===== src/rtl/mbs_pkg.sv =====
package mbs_pkg;
  typedef enum logic [2:0] {
    PH_IDLE = 3'd0,
    PH_T1   = 3'd1,
    PH_T2   = 3'd2,
    PH_T3   = 3'd3,
    PH_TW   = 3'd4,
    PH_T4   = 3'd5
  } phase_e;
endpackage


===== src/rtl/mbs_fsm.sv =====
module mbs_fsm
  import mbs_pkg::*;
(
  input  logic   clk_i,
  input  logic   rst_ni,
  input  logic   start_i,
  input  logic   bus_rdy_i,
  output phase_e phase_o,
  output logic   accept_ready_o
);
  phase_e phase_q, phase_d;

  assign accept_ready_o = (phase_q == PH_IDLE) || (phase_q == PH_T4);
  assign phase_o = phase_q;

  always_comb begin
    phase_d = phase_q;
    unique case (phase_q)
      PH_IDLE: phase_d = start_i ? PH_T1 : PH_IDLE;
      PH_T1:   phase_d = PH_T2;
      PH_T2:   phase_d = PH_T3;
      PH_T3,
      PH_TW:   phase_d = bus_rdy_i ? PH_T4 : PH_TW;
      PH_T4:   phase_d = start_i ? PH_T1 : PH_IDLE;
      default: phase_d = PH_IDLE;
    endcase
  end

  always_ff @(posedge clk_i or negedge rst_ni) begin
    if (!rst_ni) phase_q <= PH_IDLE;
    else         phase_q <= phase_d;
  end

  // minimum cycle of four states
  a_r5_t1_then_t2: assert property (@(posedge clk_i) disable iff (!rst_ni)
    phase_q == PH_T1 |=> phase_q == PH_T2);
  a_r5_t2_then_t3: assert property (@(posedge clk_i) disable iff (!rst_ni)
    phase_q == PH_T2 |=> phase_q == PH_T3);
  a_r4_wait_on_not_ready: assert property (@(posedge clk_i) disable iff (!rst_ni)
    (phase_q == PH_T3 || phase_q == PH_TW) && !bus_rdy_i |=> phase_q == PH_TW);
  a_r5_t4_on_ready: assert property (@(posedge clk_i) disable iff (!rst_ni)
    (phase_q == PH_T3 || phase_q == PH_TW) && bus_rdy_i |=> phase_q == PH_T4);
  a_r7_chain_from_t4: assert property (@(posedge clk_i) disable iff (!rst_ni)
    phase_q == PH_T4 && start_i |=> phase_q == PH_T1);
  a_r10_no_start_midcycle: assert property (@(posedge clk_i) disable iff (!rst_ni)
    !accept_ready_o |=> phase_q != PH_T1);
endmodule


===== src/rtl/mbs_datapath.sv =====
module mbs_datapath
  import mbs_pkg::*;
#(
  parameter int ADDR_W = 20,
  parameter int DATA_W = 16
) (
  input  logic              clk_i,
  input  logic              rst_ni,
  input  logic              start_i,
  input  logic              req_write_i,
  input  logic [ADDR_W-1:0] req_addr_i,
  input  logic [DATA_W-1:0] req_wdata_i,
  input  phase_e            phase_i,
  input  logic [DATA_W-1:0] ad_i,
  output logic              wr_o,
  output logic [ADDR_W-1:0] ad_o,
  output logic              ad_oe_o,
  output logic [DATA_W-1:0] rdata_o,
  output logic              rdata_valid_o
);
  logic              wr_q;
  logic [ADDR_W-1:0] addr_q;
  logic [DATA_W-1:0] wdata_q;
  logic              data_phase;

  always_ff @(posedge clk_i or negedge rst_ni) begin
    if (!rst_ni) begin
      wr_q    <= 1'b0;
      addr_q  <= '0;
      wdata_q <= '0;
    end else if (start_i) begin
      wr_q    <= req_write_i;
      addr_q  <= req_addr_i;
      wdata_q <= req_wdata_i;
    end
  end

  assign data_phase = (phase_i == PH_T2) || (phase_i == PH_T3) ||
                      (phase_i == PH_TW) || (phase_i == PH_T4);

  always_comb begin
    ad_o    = '0;
    ad_oe_o = 1'b0;
    if (phase_i == PH_T1) begin
      ad_o    = addr_q;
      ad_oe_o = 1'b1;
    end else if (data_phase && wr_q) begin
      ad_o    = ADDR_W'(wdata_q);
      ad_oe_o = 1'b1;
    end
  end

  // read capture at the edge closing T4
  always_ff @(posedge clk_i or negedge rst_ni) begin
    if (!rst_ni) begin
      rdata_o       <= '0;
      rdata_valid_o <= 1'b0;
    end else begin
      rdata_valid_o <= (phase_i == PH_T4) && !wr_q;
      if ((phase_i == PH_T4) && !wr_q) rdata_o <= ad_i;
    end
  end

  assign wr_o = wr_q;

  a_r6_rdata_only_with_valid: assert property (@(posedge clk_i) disable iff (!rst_ni)
    !$stable(rdata_o) |-> rdata_valid_o);
  a_r6_valid_single_pulse: assert property (@(posedge clk_i) disable iff (!rst_ni)
    rdata_valid_o |=> !rdata_valid_o || $past(phase_i) == PH_T4);
endmodule


===== src/rtl/mbs_ctrl.sv =====
module mbs_ctrl
  import mbs_pkg::*;
(
  input  phase_e phase_i,
  input  logic   wr_i,
  output logic   ale_o,
  output logic   den_o,
  output logic   dtr_o
);
  logic active;
  logic xfer_rd;
  logic xfer_wr;

  assign active  = phase_i != PH_IDLE;
  assign xfer_rd = (phase_i == PH_T3) || (phase_i == PH_TW) || (phase_i == PH_T4);
  assign xfer_wr = xfer_rd || (phase_i == PH_T2);

  assign ale_o = phase_i == PH_T1;
  assign dtr_o = active && wr_i;
  // reads keep the transceiver off through the T2 turnaround
  assign den_o = wr_i ? xfer_wr : xfer_rd;
endmodule


===== src/rtl/mux_bus_seq.sv =====
module mux_bus_seq
  import mbs_pkg::*;
#(
  parameter int ADDR_W = 20,
  parameter int DATA_W = 16
) (
  input  logic              clk_i,
  input  logic              rst_ni,
  input  logic              req_valid_i,
  input  logic              req_write_i,
  input  logic [ADDR_W-1:0] req_addr_i,
  input  logic [DATA_W-1:0] req_wdata_i,
  output logic              req_ready_o,
  output logic [DATA_W-1:0] rdata_o,
  output logic              rdata_valid_o,
  output logic [ADDR_W-1:0] ad_o,
  output logic              ad_oe_o,
  input  logic [DATA_W-1:0] ad_i,
  output logic              ale_o,
  input  logic              bus_rdy_i,
  output logic              den_o,
  output logic              dtr_o,
  output logic [2:0]        phase_o
);
  phase_e phase;
  logic   start;
  logic   wr;

  assign start   = req_valid_i && req_ready_o;
  assign phase_o = phase;

  mbs_fsm u_fsm (
    .clk_i          (clk_i),
    .rst_ni         (rst_ni),
    .start_i        (start),
    .bus_rdy_i      (bus_rdy_i),
    .phase_o        (phase),
    .accept_ready_o (req_ready_o)
  );

  mbs_datapath #(.ADDR_W(ADDR_W), .DATA_W(DATA_W)) u_dp (
    .clk_i         (clk_i),
    .rst_ni        (rst_ni),
    .start_i       (start),
    .req_write_i   (req_write_i),
    .req_addr_i    (req_addr_i),
    .req_wdata_i   (req_wdata_i),
    .phase_i       (phase),
    .ad_i          (ad_i),
    .wr_o          (wr),
    .ad_o          (ad_o),
    .ad_oe_o       (ad_oe_o),
    .rdata_o       (rdata_o),
    .rdata_valid_o (rdata_valid_o)
  );

  mbs_ctrl u_ctrl (
    .phase_i (phase),
    .wr_i    (wr),
    .ale_o   (ale_o),
    .den_o   (den_o),
    .dtr_o   (dtr_o)
  );

  a_r2_strobe_with_address: assert property (@(posedge clk_i) disable iff (!rst_ni)
    ale_o |-> ad_oe_o && !den_o);
  a_r3_no_contention: assert property (@(posedge clk_i) disable iff (!rst_ni)
    den_o && !dtr_o |-> !ad_oe_o);
  a_r8_idle_quiet: assert property (@(posedge clk_i) disable iff (!rst_ni)
    phase == PH_IDLE |-> !ale_o && !ad_oe_o && !den_o && !dtr_o);
endmodule


===== config.mk =====
export PLATFORM = sky130hd
export DESIGN_NAME = mux_bus_seq
export DESIGN_NICKNAME = d
export VERILOG_FILES = /design/src/rtl/mbs_pkg.sv /design/src/rtl/mbs_fsm.sv /design/src/rtl/mbs_datapath.sv /design/src/rtl/mbs_ctrl.sv /design/src/rtl/mux_bus_seq.sv
export SDC_FILE = /design/constraint.sdc
export NUM_CORES = 1
export LEC_CHECK = 0
export ABC_CLOCK_PERIOD_IN_PS = 1700
export BUFFER_PORTS_ARGS = -buffer_cell sky130_fd_sc_hd__buf_2
export CAP_MARGIN = 5
export CORE_MARGIN = 5
export CORE_UTILIZATION = 44
export DETAILED_ROUTE_END_ITERATION = 8
export MAX_ROUTING_LAYER = met4
export PLACE_DENSITY = 0.83
export SYNTH_ARGS = -nofsm -noshare
export SYNTH_HDL_FRONTEND = slang
export SYNTH_SLANG_ARGS = --single-unit
export TNS_END_PERCENT = 30

===== constraint.sdc =====
create_clock -name clk_i -period 1.7 [get_ports clk_i]
set_clock_uncertainty 0.2 [all_clocks]
set_input_delay 0.085 -clock clk_i [delete_from_list [all_inputs] [get_ports clk_i]]
set_output_delay 0.085 -clock clk_i [all_outputs]
set_load 0.05 [all_outputs]

=== After elaboration in Yosys (flattened, before gate mapping) ===
Cells that the tools add are included.
W data, S select, Z words.

* Equality and inequality tests: 5
* Multiplexer cells: 8
* Reductions and logical operators: 16

{| class="wikitable"
|+ Operators with widths
! cell !! count
|-
| $mux W20 || 1
|-
| $mux W16 || 1
|-
| $pmux W3 S4 || 1
|-
| $logic_or A1 B1 Y1 || 7
|-
| $eq A3 B2 Y1 const B || 2
|-
| $eq A3 B3 Y1 const B || 2
|-
| $mux W1 || 5
|-
| $logic_and A1 B1 Y1 || 4
|-
| $reduce_or A2 Y1 || 2
|-
| $eq A3 B1 Y1 const B || 1
|-
| $logic_not A3 Y1 || 1
|-
| $reduce_bool A3 Y1 || 1
|-
| $logic_not A1 Y1 || 1
|}

* Input bits: 57
* Output and inout bits: 45
* Register bits: 57

=== Logic depth before layout (Yosys ltp) ===
Gate-level depths: netlist of the first run.

* Depth in word-level cells: 7
* Mapped depth: 6

=== Hierarchy ===
A second synthesis of the first run with hierarchy kept.

* Cell total of the unflattened synthesis: 222
* Area total of the unflattened synthesis: 2,871.5 µm²

{| class="wikitable"
|+ Modules (own cells, without submodules)
! module !! area an instance (µm²) !! times used !! seq. area each (µm²) !! cells each
|-
| mbs_datapath || 2,677.6 || 1 || 1,351.3 || 202
|-
| mbs_fsm || 156.4 || 1 || 75.1 || 15
|-
| mbs_ctrl || 31.3 || 1 || 0.0 || 4
|-
| mux_bus_seq || 6.3 || 1 || 0.0 || 1
|}

=== Worst setup path after synthesis of the first run ===
Ideal clock, no wire load.

* Path type: register -> output
* From: reg u_fsm.phase_q[1], in the netlist u_fsm.phase_o[1]
* To: out ad_o[10]
* Slack: -1.191 ns
* Path buffers: 2
* Cell stages (with the launch flop): 7
* Data arrival time: 2.606 ns
* Path through: dfrtp_1 > ha_1 > and2_1 > buf_2 > clkbuf_1 > nand2_1 > o21ai_0

* Longest elaborated chain between the ends: 7
* Elaborated cells on any way between the ends: 11
* Those cells by class: 5 x eq/ne; 2 x mux; 4 x reduce/logical

{| class="wikitable"
|+ RTL lines
! element !! RTL line !! RTL
|-
| start, declared || mbs_fsm.sv:11 || <nowiki>phase_e phase_q, phase_d;</nowiki>
|-
| start signal, assigned || mbs_fsm.sv:31 || <nowiki>else phase_q <= phase_d;</nowiki>
|-
| $eq A3 B2 Y1 || mbs_datapath.sv:38 || <nowiki>assign data_phase = (phase_i == PH_T2) || (phase_i == PH_T3) ||</nowiki>
|-
| $logic_or A1 B1 Y1 (2 in a row) || mbs_datapath.sv:38 ||
|-
| $logic_or A1 B1 Y1 || mbs_datapath.sv:39 || <nowiki>(phase_i == PH_TW) || (phase_i == PH_T4);</nowiki>
|-
| $logic_and A1 B1 Y1 || mbs_datapath.sv:47 || <nowiki>end else if (data_phase && wr_q) begin</nowiki>
|-
| $mux W16 || mbs_datapath.sv:47 ||
|-
| $mux W20 * || mbs_datapath.sv:44 || <nowiki>if (phase_i == PH_T1) begin</nowiki>
|-
| end, declared || mux_bus_seq.sv:16 || <nowiki>output logic [ADDR_W-1:0] ad_o,</nowiki>
|}

Every way passes the cells marked *; elsewhere a longest branch is shown, timed or not.

=== Worst setup path in the final report of the first run ===
* From: reg u_fsm.phase_q[1], in the netlist u_fsm.phase_o[1]
* To: out ad_o[11]

The elaborated chain is that of the path after synthesis.

==> results of run 1 <==
worst paths after layout:
check | start | end | cells past startpoint | slack, ns
setup reg to reg | u_fsm.phase_o[2]$_DFF_PN0_ | u_dp.addr_q[2]$_DFFE_PN0P_ | 5 | -0.29
hold / removal | req_valid_i | u_fsm.phase_o[0]$_DFF_PN0_ | 4 | 0.05
min in group asynchronous | rst_ni | u_dp.wdata_q[5]$_DFFE_PN0P_ | 2 | 0.08
hold reg to reg | u_dp.rdata_o[0]$_DFFE_PN0P_ | u_dp.rdata_o[0]$_DFFE_PN0P_ | 1 | 0.30
setup / recovery | u_fsm.phase_o[1]$_DFF_PN0_ | ad_o[11] | 7 | -0.38
max in group asynchronous | rst_ni | u_dp.wdata_q[15]$_DFFE_PN0P_ | 3 | 0.61
power by group through the flow:
stage | sequential [W] | clock, W | combinational [W]
after floorplan | 0.00316 | 0 | 0.00414
after global placement | 0.00247 | 0 | 0.00581
after detailed placement | 0.00250 | 0 | 0.00591
after CTS | 0.00251 | 0.00129 | 0.00704
after global routing | 0.00268 | 0.00135 | 0.00780
final | 0.00260 | 0.00127 | 0.00746
layer usage:
metal	global-route usage	up-vias
li1	-	1052
met1	0.241	1088
met2	0.377	77
met3	0.0540	13
met4	0.0742	0
met5	-	-
cell usage after synthesis:
| master | number | area (um2) |
|---|---|---|
| sky130_fd_sc_hd__a21oi_1 | 1 | 5.00 |
| sky130_fd_sc_hd__a2bb2oi_1 | 1 | 8.76 |
| sky130_fd_sc_hd__and2_1 | 5 | 31.3 |
| sky130_fd_sc_hd__buf_12 | 1 | 20.0 |
| sky130_fd_sc_hd__buf_2 | 4 | 20.0 |
| sky130_fd_sc_hd__buf_4 | 1 | 7.51 |
| sky130_fd_sc_hd__buf_6 | 3 | 33.8 |
| sky130_fd_sc_hd__buf_8 | 3 | 45.0 |
| sky130_fd_sc_hd__clkbuf_1 | 2 | 7.51 |
| sky130_fd_sc_hd__dfrtp_1 | 57 | 1430 |
| sky130_fd_sc_hd__ha_1 | 1 | 12.5 |
| sky130_fd_sc_hd__mux2_2 | 14 | 158 |
| sky130_fd_sc_hd__mux2_4 | 39 | 586 |
| sky130_fd_sc_hd__mux2i_1 | 1 | 10.0 |
| sky130_fd_sc_hd__nand2_1 | 33 | 124 |
| sky130_fd_sc_hd__nand2b_4 | 1 | 13.8 |
| sky130_fd_sc_hd__nor2_1 | 4 | 15.0 |
| sky130_fd_sc_hd__nor2b_1 | 1 | 6.26 |
| sky130_fd_sc_hd__nor3b_1 | 2 | 15.0 |
| sky130_fd_sc_hd__nor3b_2 | 1 | 12.5 |
| sky130_fd_sc_hd__nor3b_4 | 1 | 18.8 |
| sky130_fd_sc_hd__o21ai_0 | 17 | 85.1 |
| sky130_fd_sc_hd__o31a_1 | 1 | 8.76 |
| sky130_fd_sc_hd__o31ai_1 | 1 | 7.51 |
| sky130_fd_sc_hd__or2_2 | 1 | 6.26 |
| sky130_fd_sc_hd__or3_1 | 1 | 6.26 |
| sky130_fd_sc_hd__xnor2_1 | 1 | 8.76 |
| sky130_fd_sc_hd__xor2_1 | 1 | 8.76 |
worst register-to-register path: stages, from the launching register on:
cell and delay, ns:
sky130_fd_sc_hd__dfrtp_2 0.44, sky130_fd_sc_hd__buf_4 0.16, sky130_fd_sc_hd__xor2_2 0.17, sky130_fd_sc_hd__nor3b_4 0.22
sky130_fd_sc_hd__buf_12 0.30, sky130_fd_sc_hd__mux2_2 0.39
layout make-up:
type,count,area share
tap,75,0.0192
multi-input combinational,128,0.311
timing repair buffer,190,0.336
sequential,57,0.292
clock buffer,11,0.0309
clock inverter,5,0.0110
per-stage QoR:
stage / instance area (um2) / setup slack (ns) / setup TNS [ns]
2_1_floorplan: 3000 / -0.303 / -17.62
3_3_place_gp: 3640 / -0.165 / -7.56
3_5_place_dp: 3640 / -0.205 / -9.15
4_1_cts: 4750 / -0.324 / -16.95
5_1_grt: 4900 / -0.434 / -24.85
6_report: 4900 / -0.376 / -20.81
layout by cell type, fill, tap and decap left out:
cell type | netlist | layout
sky130_fd_sc_hd__mux2i_1 | 1 | 1
sky130_fd_sc_hd__clkinv_2 | 0 | 3
sky130_fd_sc_hd__o31ai_1 | 1 | 1
sky130_fd_sc_hd__buf_12 | 1 | 7
sky130_fd_sc_hd__bufinv_16 | 0 | 1
sky130_fd_sc_hd__mux2_2 | 14 | 8
sky130_fd_sc_hd__xor2_2 | 0 | 1
sky130_fd_sc_hd__or3_1 | 1 | 1
sky130_fd_sc_hd__a21oi_1 | 1 | 1
sky130_fd_sc_hd__nand2_2 | 0 | 8
sky130_fd_sc_hd__nor3b_4 | 1 | 3
sky130_fd_sc_hd__a2bb2oi_1 | 1 | 1
sky130_fd_sc_hd__o21ai_0 | 17 | 1
sky130_fd_sc_hd__nor3b_1 | 2 | 1
sky130_fd_sc_hd__buf_2 | 4 | 76
sky130_fd_sc_hd__mux2_4 | 39 | 45
sky130_fd_sc_hd__dfrtp_1 | 57 | 54
sky130_fd_sc_hd__nor2b_2 | 0 | 1
sky130_fd_sc_hd__o31a_1 | 1 | 1
sky130_fd_sc_hd__nand2_1 | 33 | 11
sky130_fd_sc_hd__clkbuf_8 | 0 | 11
sky130_fd_sc_hd__dfrtp_2 | 0 | 3
sky130_fd_sc_hd__nand2_4 | 0 | 14
sky130_fd_sc_hd__clkinv_4 | 0 | 1
sky130_fd_sc_hd__dlygate4sd3_1 | 0 | 55
sky130_fd_sc_hd__o21ai_4 | 0 | 16
sky130_fd_sc_hd__buf_6 | 3 | 29
sky130_fd_sc_hd__buf_4 | 1 | 13
sky130_fd_sc_hd__xnor2_1 | 1 | 1
sky130_fd_sc_hd__and2_4 | 0 | 2
sky130_fd_sc_hd__nand2b_4 | 1 | 1
sky130_fd_sc_hd__ha_4 | 0 | 1
sky130_fd_sc_hd__nor2_1 | 4 | 4
sky130_fd_sc_hd__or2_4 | 0 | 1
sky130_fd_sc_hd__and2_1 | 5 | 3
sky130_fd_sc_hd__buf_8 | 3 | 10
logic make-up after synthesis:
group / Yosys count
buffers and inverters: 14
DFF: 57
and+or+nand+nor: 50
AOI/OAI and AO/OA: 21
adders and majority gates: 1
muxes: 54
xor gates and xnor gates: 2
flip-flops by register name, indices dropped and copies added, names as in the netlist:
name                flops
u_dp.addr_q            20
u_dp.rdata_o           16
u_dp.wdata_q           16
u_fsm.phase_o           3
u_dp.rdata_valid_o      1
u_dp.wr_o               1
timing repair:
action	CTS	global route
pin swaps	1	8
setup endpoints to repair	78	78
hold endpoints to repair	111	0
resized for setup	81	41
hold buffers	55	0
gates cloned	3	0
buffers inserted	8	2
==> run summary, run 1 <==
The run finished, with violations left. The checks that failed: negative setup slack. The tools report the relative max-transition margin as 0.633.

Area share of fa/ha/maj cells after synthesis: 0.00462. The most prevalent standard cell on the critical path was sky130_fd_sc_hd__buf_6. Setup violations remaining at the end of the flow were counted as 79.

Data on the critical path is required at its endpoint by 1.41 ns. The critical-path maximum fanout came out at 8. The run gives 0.00596 mm2 as the area of the core region. The post-route minimum period is 2.08 ns. At the pin with the least slew margin, the transition time is 0.551 ns.

The largest individual stage delay along the critical path comes from the cell sky130_fd_sc_hd__dfrtp_2. In the final layout, the multi-input gates occupy 0.00152 mm2. The tools report the final global-route overflow total as 0. The uppermost metal layer occupied by signal nets is met4. The H-tree depth was 3; the total number of placement rows was 28.

The tools report the worst hold slack across all endpoints as 0.0535 ns. The synthesis-stage register bit count came out at 57. Max-cap violations in this run came to 0. The fraction of power consumed by combinational cells was 0.659; the vias after detailed routing was 2230. The worst setup path is launched from a register.

The kind of cell with the highest combined delay along the critical path is buffers and inverters. The clock network power share came out at 0.112. After synthesis the cells add up to 0.00271 mm2. The fill cell total of the finished layout is 319. The xor-xnor portion of the synthesized cell area was 0.00647. The min-delay analysis places its worst path in the category in -> reg. Detailed routing placed a total of 493 um of wire on met3. The count of nets left with antenna violations once routing finished came out at 0. Clock-pin slew was measured on the worst setup and hold paths at 0.06 ns. The detailed router put a total of 3370 um of wire on met1. The count of inserted antenna diode cells was 0. The number of placed instances, taps included, is 383. The clock sink count was 57. For this design the top-level I/O count stands at 102. For this run, the number of Yosys warnings is 0. The finished layout holds 466 standard cells, fillers aside. Average footprint of a synthesized cell: 13.6 um2. Routability-driven placement finished with a final weighted congestion of 0.721.

The delay of the slowest cell on the worst path was 0.43 ns; the chip height was 88.4 um. The die width was 88.4 um; the total CTS buffers was 9. Dividing the detail-routed via count by the number of cells gives 4.79.

After detailed routing, the average wire length per cell comes to 18.0 um. The internal portion of the total power is 0.00618 W. The net count of the mapped netlist is 257.

The floorplan die area was 0.00782 mm2. The standby leakage power is 2.37 nW. Setup repair after global routing could not meet its margin everywhere. The fraction of the cycle the final worst path needs is 1.22, and the post-layout worst setup margin is -0.376 ns.

The tools report the first-pass iteration count of the detailed router as 4. Together, buffers and inverters on the worst path number 5. The worst setup path is captured at a primary output. The number of buffers on the longest clock path is 2. For the final routed DRC violation total, the log shows 0. For the overall track demand over capacity in global routing, the log shows 0.216. TritonCTS built the clock tree.

The met2 layer wire length in the routed design came out at 4380 um. For this run, the top clock speed supported by timing is 482 MHz. The area fraction in compound gates after synthesis works out to 0.0425.

The logs give 0 for the final hold violation count and 0.0113 W for the total power. The clock tree root driver cell is sky130_fd_sc_hd__clkbuf_8. For the effective utilization at floorplan, the log shows 0.455. Sequential group share of total power: 0.229. Final wirelength: 8390 um. The sequential share of the synthesized area was 0.527; the number of DRC markers after the initial detailed-route iteration was 66.

Kind of critical path: reg -> out. Entering global routing, the biggest net connects 38 pins. From synthesis to final layout, the design area changed by 80.9%. For the first-pass GRT wire length, the log shows 12300 um. The worst-case IR drop observed on VDD is 1.66 mV. Once detailed placement completed, the half-perimeter wirelength came to 4530 um. For this run, the post-layout net count is 444. In the final layout, flip-flops and latches occupy 0.00143 mm2. The distinct cell type count after synthesis is 28. The run gives 0 as the final-report max-slew violation count. Power spread over the standard cell area amounts to 2310 mW/mm2.

Clock latency on the worst-skew pair, taken at its later pin, is 0.32 ns. The combinational family with the most area after synthesis is multiplexers. The logs give 0 for the initial antenna violation count and 0.00516 W for the switching component of the power.

Synthesis handed over a netlist of 199 instances. Switching part of the total power: 0.455. The post-synthesis simple-gate area fraction was 0.0920; the utilization after layout was 0.822. The multiplexer area fraction after synthesis is 0.278.

The run gives 2539 as the via count of the first global-routing pass. Data on the critical path arrives at its endpoint at 1.79 ns. The proportion of layout cells with a drive suffix above 1 was 0.652.

The signal on the critical path passes through buf_6 -> nor3b_4 -> buf_6 -> buf_12 -> buf_8 -> o21ai_4 -> buf_6. The count of buffers from port buffering was 101.
Power figures use the tool's default switching activity.
==> run 2, diff against run 1 <==
Settings changed: TNS_END_PERCENT 30 to 10.
==> run summary, run 2 (synthesis gave the netlist of run 1 again) <==
First-pass GRT wire length: 12700 um (+3.1%). For the standby leakage power, the log shows 2.34 nW (-1.5%). The maximum clock frequency was 484 MHz (+0.57%); the internal power contribution was 0.00633 W (+2.6%). The relative max-transition margin came out at 0.797 (+0.164). The most prevalent standard cell on the critical path was sky130_fd_sc_hd__buf_6. TritonCTS built the clock tree.

The total power was 0.0114 W (+0.93%); the post-route minimum period was 2.06 ns (-0.0118 ns). The tools report the first-pass iteration count of the detailed router as 4 (unchanged). The top cell types in the final layout, fill and taps aside, are 76 x sky130_fd_sc_hd__buf_2, 55 x sky130_fd_sc_hd__dlygate4sd3_1, 54 x sky130_fd_sc_hd__dfrtp_1, 49 x sky130_fd_sc_hd__mux2_4, 22 x sky130_fd_sc_hd__buf_6. The final wirelength is 8450 um (+0.76%). The number of cells in the finished layout apart from fillers is 464 (-0.43%), and the initial antenna violation count is 0 (unchanged). The logs give 0.33 ns (about the same) for the clock latency at the later pin of the worst-skew pair and 3 (unchanged) for the H-tree depth. The pin slew with the least headroom to its limit is 0.304 ns (-0.247 ns).

The power per cell area works out to 2340 mW/mm2 (+1.3%). The register with the most flip-flops is u_dp.addr_q. Maximum vdd ir drop: 1.77 mV (+7.2%).

The slowest stage of the critical path belongs to the cell sky130_fd_sc_hd__dfrtp_2. The fraction of power consumed by combinational cells was 0.656 (-0.003); the proportion of layout cells with a drive suffix above 1 was 0.643 (-0.00950). The start point of the worst hold path is req_valid_i. The checks that failed: negative setup slack.

Traced cell by cell, the critical path runs through buf_4 -> nor3b_4 -> buf_6 -> buf_16 -> nand2_1 -> o21ai_4 -> buf_6. The clock-pin slew on the worst setup and hold paths was 0.08 ns (+0.02 ns). The critical-path maximum fanout is 15 (+7), and the effective utilization at floorplan is 0.455 (unchanged).

Sort of element at the end of the critical path: a primary output. The floorplan die area came out at 0.00782 mm2 (unchanged). Required time of the critical path: 1.41 ns (about the same). The clock network power share was 0.121 (+0.009).

The run gives 2 (unchanged) as the number of buffers on the longest clock path. The vias after detailed routing was 2253 (+1.0%); the total number of placement rows was 28 (unchanged). The run gives 0.00510 W (-1.0%) as the switching component of the power. The family with the most delay on the worst path was buffers and inverters. The final routed DRC violation total was 0 (unchanged). The detail-routed via count per cell is 4.86 (+1.5%).

The run gives -0.365 ns (+0.0118 ns) as the post-layout worst setup margin. The run gives 58 (+53%) as the pin count of the biggest net entering global routing. The worst hold-check path type was in -> reg. The library cell used most frequently in the layout, excluding fill and tap cells, is sky130_fd_sc_hd__buf_2. The tools report the number of placed instances, taps included as 380 (-0.78%). Kind of start point of the critical path: a register. The chip height works out to 88.4 um (unchanged). The total CTS buffers is 9 (unchanged), and the sequential group share of total power is 0.223 (-0.006).

The die width came out at 88.4 um (unchanged). The count of max-cap constraint violations was 0 (unchanged); the number of placed I/O pins was 102 (unchanged). The final-report setup violation count came out at 78 (-1.3%). Setup repair after global routing could not meet its margin everywhere. Tracing the worst setup path back leads to its startpoint at u_fsm.phase_o[2]$_DFF_PN0_.

For the final-report max-slew violation count, the log shows 0 (unchanged). The tools report the number of DRC markers after the initial detailed-route iteration as 63 (-4.5%). The delay of the slowest cell on the worst path was 0.44 ns (about the same); the switching part of the total power was 0.446 (-0.00891). The count of inserted antenna diode cells was 0 (unchanged). The tree is rooted in a sky130_fd_sc_hd__clkbuf_8. The worst setup path is of the reg -> out kind. The flip-flop count of the largest register after layout was 20 (unchanged).

The flow ran to the end, but the final reports show violations. The buffers plus inverters on the worst setup path was 4 (-1). For the detailed-placement wirelength estimate, the log shows 4480 um (-1.0%). The final global-route overflow total came out at 0 (unchanged).

The tools report the final hold violation count as 0 (unchanged). The count of buffers from port buffering was 101 (unchanged); the routed length per placed instance was 18.2 um (+1.2%). The startpoint identified for the worst register-to-register timing path is u_fsm.phase_o[1]$_DFF_PN0_. In the final layout, the registers with the most flip-flops are u_dp.addr_q (20), u_dp.rdata_o (16), u_dp.wdata_q (16).

The logs give 0.00596 mm2 (unchanged) for the area of the core region and 0.228 (+0.0114) for the overall track demand over capacity in global routing. The fraction of the cycle the final worst path needs is 1.21 (-0.00694), and the cell area after placement is 0.00359 mm2 (-1.6%). The tools report the final weighted congestion in routability-driven placement as 0.737 (+2.2%). The post-detailed-route count of antenna-violating nets was 0 (unchanged). The run gives 0.00488 mm2 (-0.36%) as the final non-filler cell area. The tools report the signal arrival time at the worst endpoint as 1.78 ns (about the same).

For the via count of the first global-routing pass, the log shows 2588 (+1.9%). The logs give 442 (-0.45%) for the number of nets at the end of the flow and 57 (unchanged) for the clock sink count. From synthesis to final layout, the design area changed by 80.2%.
run 2: cell count changes in the layout (fill, tap and decap cells not counted), moves of 3 or more:
| cell | previous run | this run |
|---|---|---|
| sky130_fd_sc_hd__and2_1 | 3 | 0 |
| sky130_fd_sc_hd__nand2_1 | 11 | 17 |
| sky130_fd_sc_hd__o21ai_4 | 16 | 10 |
| sky130_fd_sc_hd__buf_6 | 29 | 22 |
| sky130_fd_sc_hd__mux2_2 | 8 | 4 |
| sky130_fd_sc_hd__and2_4 | 2 | 5 |
| sky130_fd_sc_hd__clkinvlp_4 | 0 | 4 |
| sky130_fd_sc_hd__mux2_4 | 45 | 49 |
| sky130_fd_sc_hd__o21ai_2 | 0 | 6 |
| sky130_fd_sc_hd__nand2_4 | 14 | 8 |
run 2: stage by stage:
step	utilization	setup WS, ns	TNS [ns]	hold slack, ns
6_report	0.819	-0.365	-19.28	0.00580
4_1_cts	0.789	-0.370	-22.01	0.00261
3_3_place_gp	0.602	-0.128	-4.42	-0.0916
2_1_floorplan	-	-0.303	-17.81	-0.411
3_5_place_dp	0.602	-0.154	-6.18	-0.0873
5_1_grt	0.819	-0.418	-22.98	0.0280
run 2: final cells by class:
class / instances / area (um2)
Timing Repair Buffer: 188 / 1680
Sequential cell: 57 / 1430
Tap cell: 75 / 93.8
Clock buffer: 9 / 124
Fill cell: 327 / 1080
Multi-Input combinational cell: 128 / 1460
Clock inverter: 7 / 95.1
run 2: worst register-to-register path, delay by kind of cell, from the launching register on:
family,cells,cell delay (ns)
buffers and inverters,4,0.60
DFF,1,0.43
muxes,1,0.37
and+or+nand+nor,1,0.27
run 2: path summary, 6_finish.rpt:
kind                            cells after the start  slack [ns]                           to
worst max-delay path                                7       -0.36                     ad_o[13]
worst min-delay path                                4       0.006   u_fsm.phase_o[0]$_DFF_PN0_
worst max register to register                      6       -0.28   u_dp.addr_q[2]$_DFFE_PN0P_
worst min register to register                      1        0.31  u_dp.rdata_o[0]$_DFFE_PN0P_
max in group asynchronous                           3        0.95   u_dp.addr_q[9]$_DFFE_PN0P_
min in group asynchronous                           3        0.09  u_dp.rdata_o[0]$_DFFE_PN0P_
run 2: power by group through the flow:
stage | logic [W] | registers (W) | clock network (W)
6_report | 0.00751 | 0.00255 | 0.00138
5_1_grt | 0.00782 | 0.00262 | 0.00147
4_1_cts | 0.00699 | 0.00248 | 0.00140
3_5_place_dp | 0.00581 | 0.00249 | 0
3_3_place_gp | 0.00571 | 0.00244 | 0
2_1_floorplan | 0.00399 | 0.00315 | 0
run 2: timing repair:
action                                 in CTS  in global routing
resized for setup                          74                 31
hold buffers                               55                  0
setup buffers                               6                  3
setup endpoints to repair                  77                 79
endpoints found under the hold margin     111                  0
gates cloned                                2                  2
pin swaps                                   4                  8
run 2: layer usage:
metal  GRT usage  up-vias  share of wire
met4      0.0879        0          0.017
met3      0.0400       13          0.038
met5           -        -              0
met2       0.418       74           0.56
li1            -     1044              -
met1       0.242     1122           0.38
==> run 3, diff against run 2 <==
Settings changed: ABC_CLOCK_PERIOD_IN_PS 1700 to 1790, CORE_UTILIZATION 44 to 45, SYNTH_HIERARCHICAL set to 1.
Clock period 1.7 ns to 1.79 ns, I/O delays scaled along.
==> run summary, run 3 <==
The clock-pin slew on the worst setup and hold paths was 0.07 ns (about the same); the net count of the mapped netlist was 279 (+8.6%). The final hold violation count came out at 0 (unchanged). The worst setup path is launched from a register. For the H-tree depth, the log shows 3 (unchanged).

The cell area after placement came out at 0.00360 mm2 (+0.42%). By area the synthesized netlist is led by sky130_fd_sc_hd__dfrtp_1 50%, sky130_fd_sc_hd__mux2_2 17%, sky130_fd_sc_hd__nand4bb_1 5.9%, sky130_fd_sc_hd__nand4b_1 4.9%, sky130_fd_sc_hd__mux2_4 4.7%. The chip height works out to 89.9 um (+1.6%). TritonCTS built the clock tree. The slowest stage cell on the critical path was sky130_fd_sc_hd__dfrtp_4. The floorplan die area was 0.00808 mm2 (+3.3%).

The cell sitting at the root of the clock tree is a sky130_fd_sc_hd__clkbuf_8. The utilization after layout is 0.725 (-0.0944), and the total CTS buffers is 9 (unchanged). The logs give 62 (-21%) for the final-report setup violation count and 4 (unchanged) for the first-pass iteration count of the detailed router. The run gives 0.212 (-0.0160) as the overall track demand over capacity in global routing. Setup repair after global routing could not meet its margin everywhere. The count of max-cap constraint violations was 0 (unchanged). The worst setup path is of the reg -> out kind. Ranked by instance count, the synthesized netlist is headed by 57 x sky130_fd_sc_hd__dfrtp_1, 44 x sky130_fd_sc_hd__mux2_2, 18 x sky130_fd_sc_hd__nand2_1.

The register with the most flip-flops was u_dp/addr_q. The number of nets at the end of the flow is 446 (+0.90%). The most critical setup path has its startpoint at u_fsm/phase_o[2]$_DFF_PN0_. The flip-flop count of the largest register after layout is 20 (unchanged). Most area-hungry cell type in the Yosys netlist: sky130_fd_sc_hd__dfrtp_1. The run gives 29 (+3.6%) as the total number of placement rows. Critical-path maximum fanout: 6 (-9). The run finished, with violations left. The yosys synthesis warning count is 6 (+6), and the count of mapped cells out of synthesis is 222 (+12%). The synthesis-stage register bit count works out to 57 (unchanged). Vias after detailed routing: 2452 (+8.8%).

The top flip-flop cell by instance count after synthesis is sky130_fd_sc_hd__dfrtp_1. The post-detailed-route count of antenna-violating nets came out at 0 (unchanged). The critical path goes through buf_6 -> or4bb_1 -> o211ai_1 -> buf_4.

The run gives 222 (+250%) as the number of DRC markers after the initial detailed-route iteration. Delay of the slowest cell on the worst path: 0.48 ns (+0.04 ns). The tools report the reg-to-reg critical path endpoint as u_dp/wdata_q[13]$_DFFE_PN0P_. Signal arrival time at the worst endpoint: 1.78 ns (about the same). Proportion of layout cells with a drive suffix above 1: 0.513 (-0.130). The startpoint of the lowest-slack register-to-register path was u_fsm/phase_o[2]$_DFF_PN0_.

The fraction of the cycle the final worst path needs was 1.16. The detail-routed via count per cell is 5.21 (+7.2%), and the number of buffers on the longest clock path is 2 (unchanged). In the layout the commonest cells are 77 x sky130_fd_sc_hd__buf_2, 55 x sky130_fd_sc_hd__dlygate4sd3_1, 54 x sky130_fd_sc_hd__dfrtp_1, 35 x sky130_fd_sc_hd__mux2_4, 31 x sky130_fd_sc_hd__buf_4.

The routed length per placed instance works out to 17.4 um (-4.3%). Share of flip-flops with an asynchronous set or reset: 1.00 (unchanged). The final routed DRC violation total was 0 (unchanged); the area growth from synthesis to final layout was 58.5%. Worst hold-check path type: in -> async. The tools report the effective utilization at floorplan as 0.457 (+0.00282). For this run, the top clock speed supported by timing is 483 MHz. The total power is 0.00927 W (-19%). By instance count, the leading cell after synthesis is sky130_fd_sc_hd__dfrtp_1. The sort of element at the end of the critical path is a primary output. The area share of the largest cell type after synthesis was 0.497 (-0.0301); the sequential share of the synthesized area was 0.497 (-0.0301). The logs give 1.45 mV (-18%) for the maximum vdd ir drop and 8210 um (-2.9%) for the final wirelength.

The logs give 0 (unchanged) for the initial antenna violation count and 1.50 ns (+0.09 ns) for the required time of the critical path. The smallest clock period supported by the final layout is computed as 2.07 ns. Netlist area before placement: 0.00287 mm2 (+6.1%). The die width was 89.9 um (+1.6%); the area of the core region was 0.00628 mm2 (+5.4%). The final weighted congestion in routability-driven placement is 0.783 (+6.2%). The standby leakage power came out at 2.06 nW (-12%). Most frequent standard cell in the layout excluding fill and tap cells: sky130_fd_sc_hd__buf_2.

The number of placed I/O pins is 102 (unchanged), and the final-report max-slew violation count is 0 (unchanged). The number of synthesized flops with an enable pin works out to 0 (unchanged). The logs give -0.24 ns (+0.04 ns) for the setup slack of the worst register-to-register path and 13600 um (+6.8%) for the first-pass GRT wire length. For the final non-filler cell area, the log shows 0.00455 mm2 (-6.7%). The count of inserted antenna diode cells was 0 (unchanged); the distinct cell type count after synthesis was 30 (+7.1%). The critical path ends at ad_o[6].

The average footprint of a synthesized cell is 12.9 um2 (-4.9%). The tools report the post-layout worst setup margin as -0.282 ns (+0.0823 ns). In the final layout, the registers with the most flip-flops are u_dp/addr_q (20), u_dp/rdata_o (16), u_dp/wdata_q (16). The power per cell area came out at 2040 mW/mm2 (-13%).

The path depth of the worst reg2reg path was 6 (unchanged). The count of buffers from port buffering came out at 101 (unchanged). Pin slew with the least headroom to its limit: 0.296 ns (-0.00802 ns). The clock latency at the later pin of the worst-skew pair came out at 0.32 ns (about the same). The final global-route overflow total is 0 (unchanged), and the pin count of the biggest net entering global routing is 58 (unchanged).

The clock sink count is 57 (unchanged). The checks that failed: negative setup slack. The via count of the first global-routing pass was 2677 (+3.4%); the detailed-placement wirelength estimate was 5070 um (+13%). Relative max-transition margin: 0.803 (+0.00535).
-- run 3: cell types whose count changed in the layout (fill, tap and decap cells not counted), sizes merged, moves of 2 or more --
| cell | previous run | this run |
|---|---|---|
| clkbuf | 11 | 9 |
| nor2 | 4 | 2 |
| nand4bb | 0 | 15 |
| nand2 | 33 | 18 |
| buf | 131 | 122 |
| bufinv | 2 | 0 |
| nand4b | 0 | 16 |
| nor3b | 4 | 2 |
| mux2i | 1 | 4 |
| o211ai | 0 | 16 |
| o21ai | 17 | 1 |
-- run 3: kinds of logic after synthesis --
kind of cell | synth area share
AND/OR/NAND/NOR | 0.171
multiplexers | 0.234
flip-flops | 0.497
AO/OA/AOI/OAI | 0.0558
buffers and inverters | 0.0396
XOR/XNOR | 0.00305
-- run 3: per-layer routing --
layer / GRT usage / part of all wire
met1: 0.254 / 0.42
met3: 0.0367 / 0.040
met4: 0.107 / 0.031
met5: - / 0
met2: 0.343 / 0.51
-- run 3: worst min path at each step --
stage	cells past startpoint	slack, ns	to	startpoint
6_report	3	0.1	u_dp/addr_q[8]$_DFFE_PN0P_	rst_ni
5_1_grt	3	0.12	u_dp/addr_q[12]$_DFFE_PN0P_	rst_ni
4_1_cts	3	0.08	u_dp/rdata_o[11]$_DFFE_PN0P_	rst_ni
3_5_place_dp	2	-0.09	u_dp/addr_q[9]$_DFFE_PN0P_	rst_ni
3_3_place_gp	2	-0.1	u_dp/addr_q[11]$_DFFE_PN0P_	rst_ni
2_1_floorplan	0	-0.41	u_dp/addr_q[0]$_DFFE_PN0P_	rst_ni
-- run 3: worst max-delay path, delay by kind of cell (launching register included) --
kind	cells	cell delay, ns
flops	1	0.48
simple gates	1	0.48
buf+inv	2	0.38
compound gates	1	0.13
-- run 3: report_power, final --
group	switching [W]	leakage, nW	total [W]	internal [W]
combinational	0.00340	1.30	0.00579	0.00239
clock	0.000536	0.0781	0.00105	0.000509
sequential	0.000495	0.683	0.00243	0.00194
total	0.00443	2.06	0.00927	0.00484
-- run 3: final cells by class --
type	instances	area, um2
fill	408	1730
clock inverter	7	56.3
sequential	57	1430
timing repair buffer	177	1370
multi-input combinational	144	1470
clock buffer	9	124
tap	77	96.3
-- run 3: through the flow --
stage          TNS [ns]  worst slack [ns]  hold slack [ns]  std cells
3_5_place_dp      -3.11            -0.101          -0.0906        399
2_1_floorplan    -28.68            -0.584           -0.406        222
4_1_cts          -11.25            -0.304           0.0818        471
3_3_place_gp      -2.14           -0.0641          -0.0950        399
5_1_grt          -15.37            -0.326            0.122        471
6_report         -11.33            -0.282           0.0983        471
-- run 3: repair_timing --
action / CTS / global route
pin swaps: 13 / 4
resized for setup: 38 / 27
hold buffers: 55 / 0
setup buffers: 1 / 0
endpoints found under the setup margin: 73 / 72
hold endpoints to repair: 111 / 0
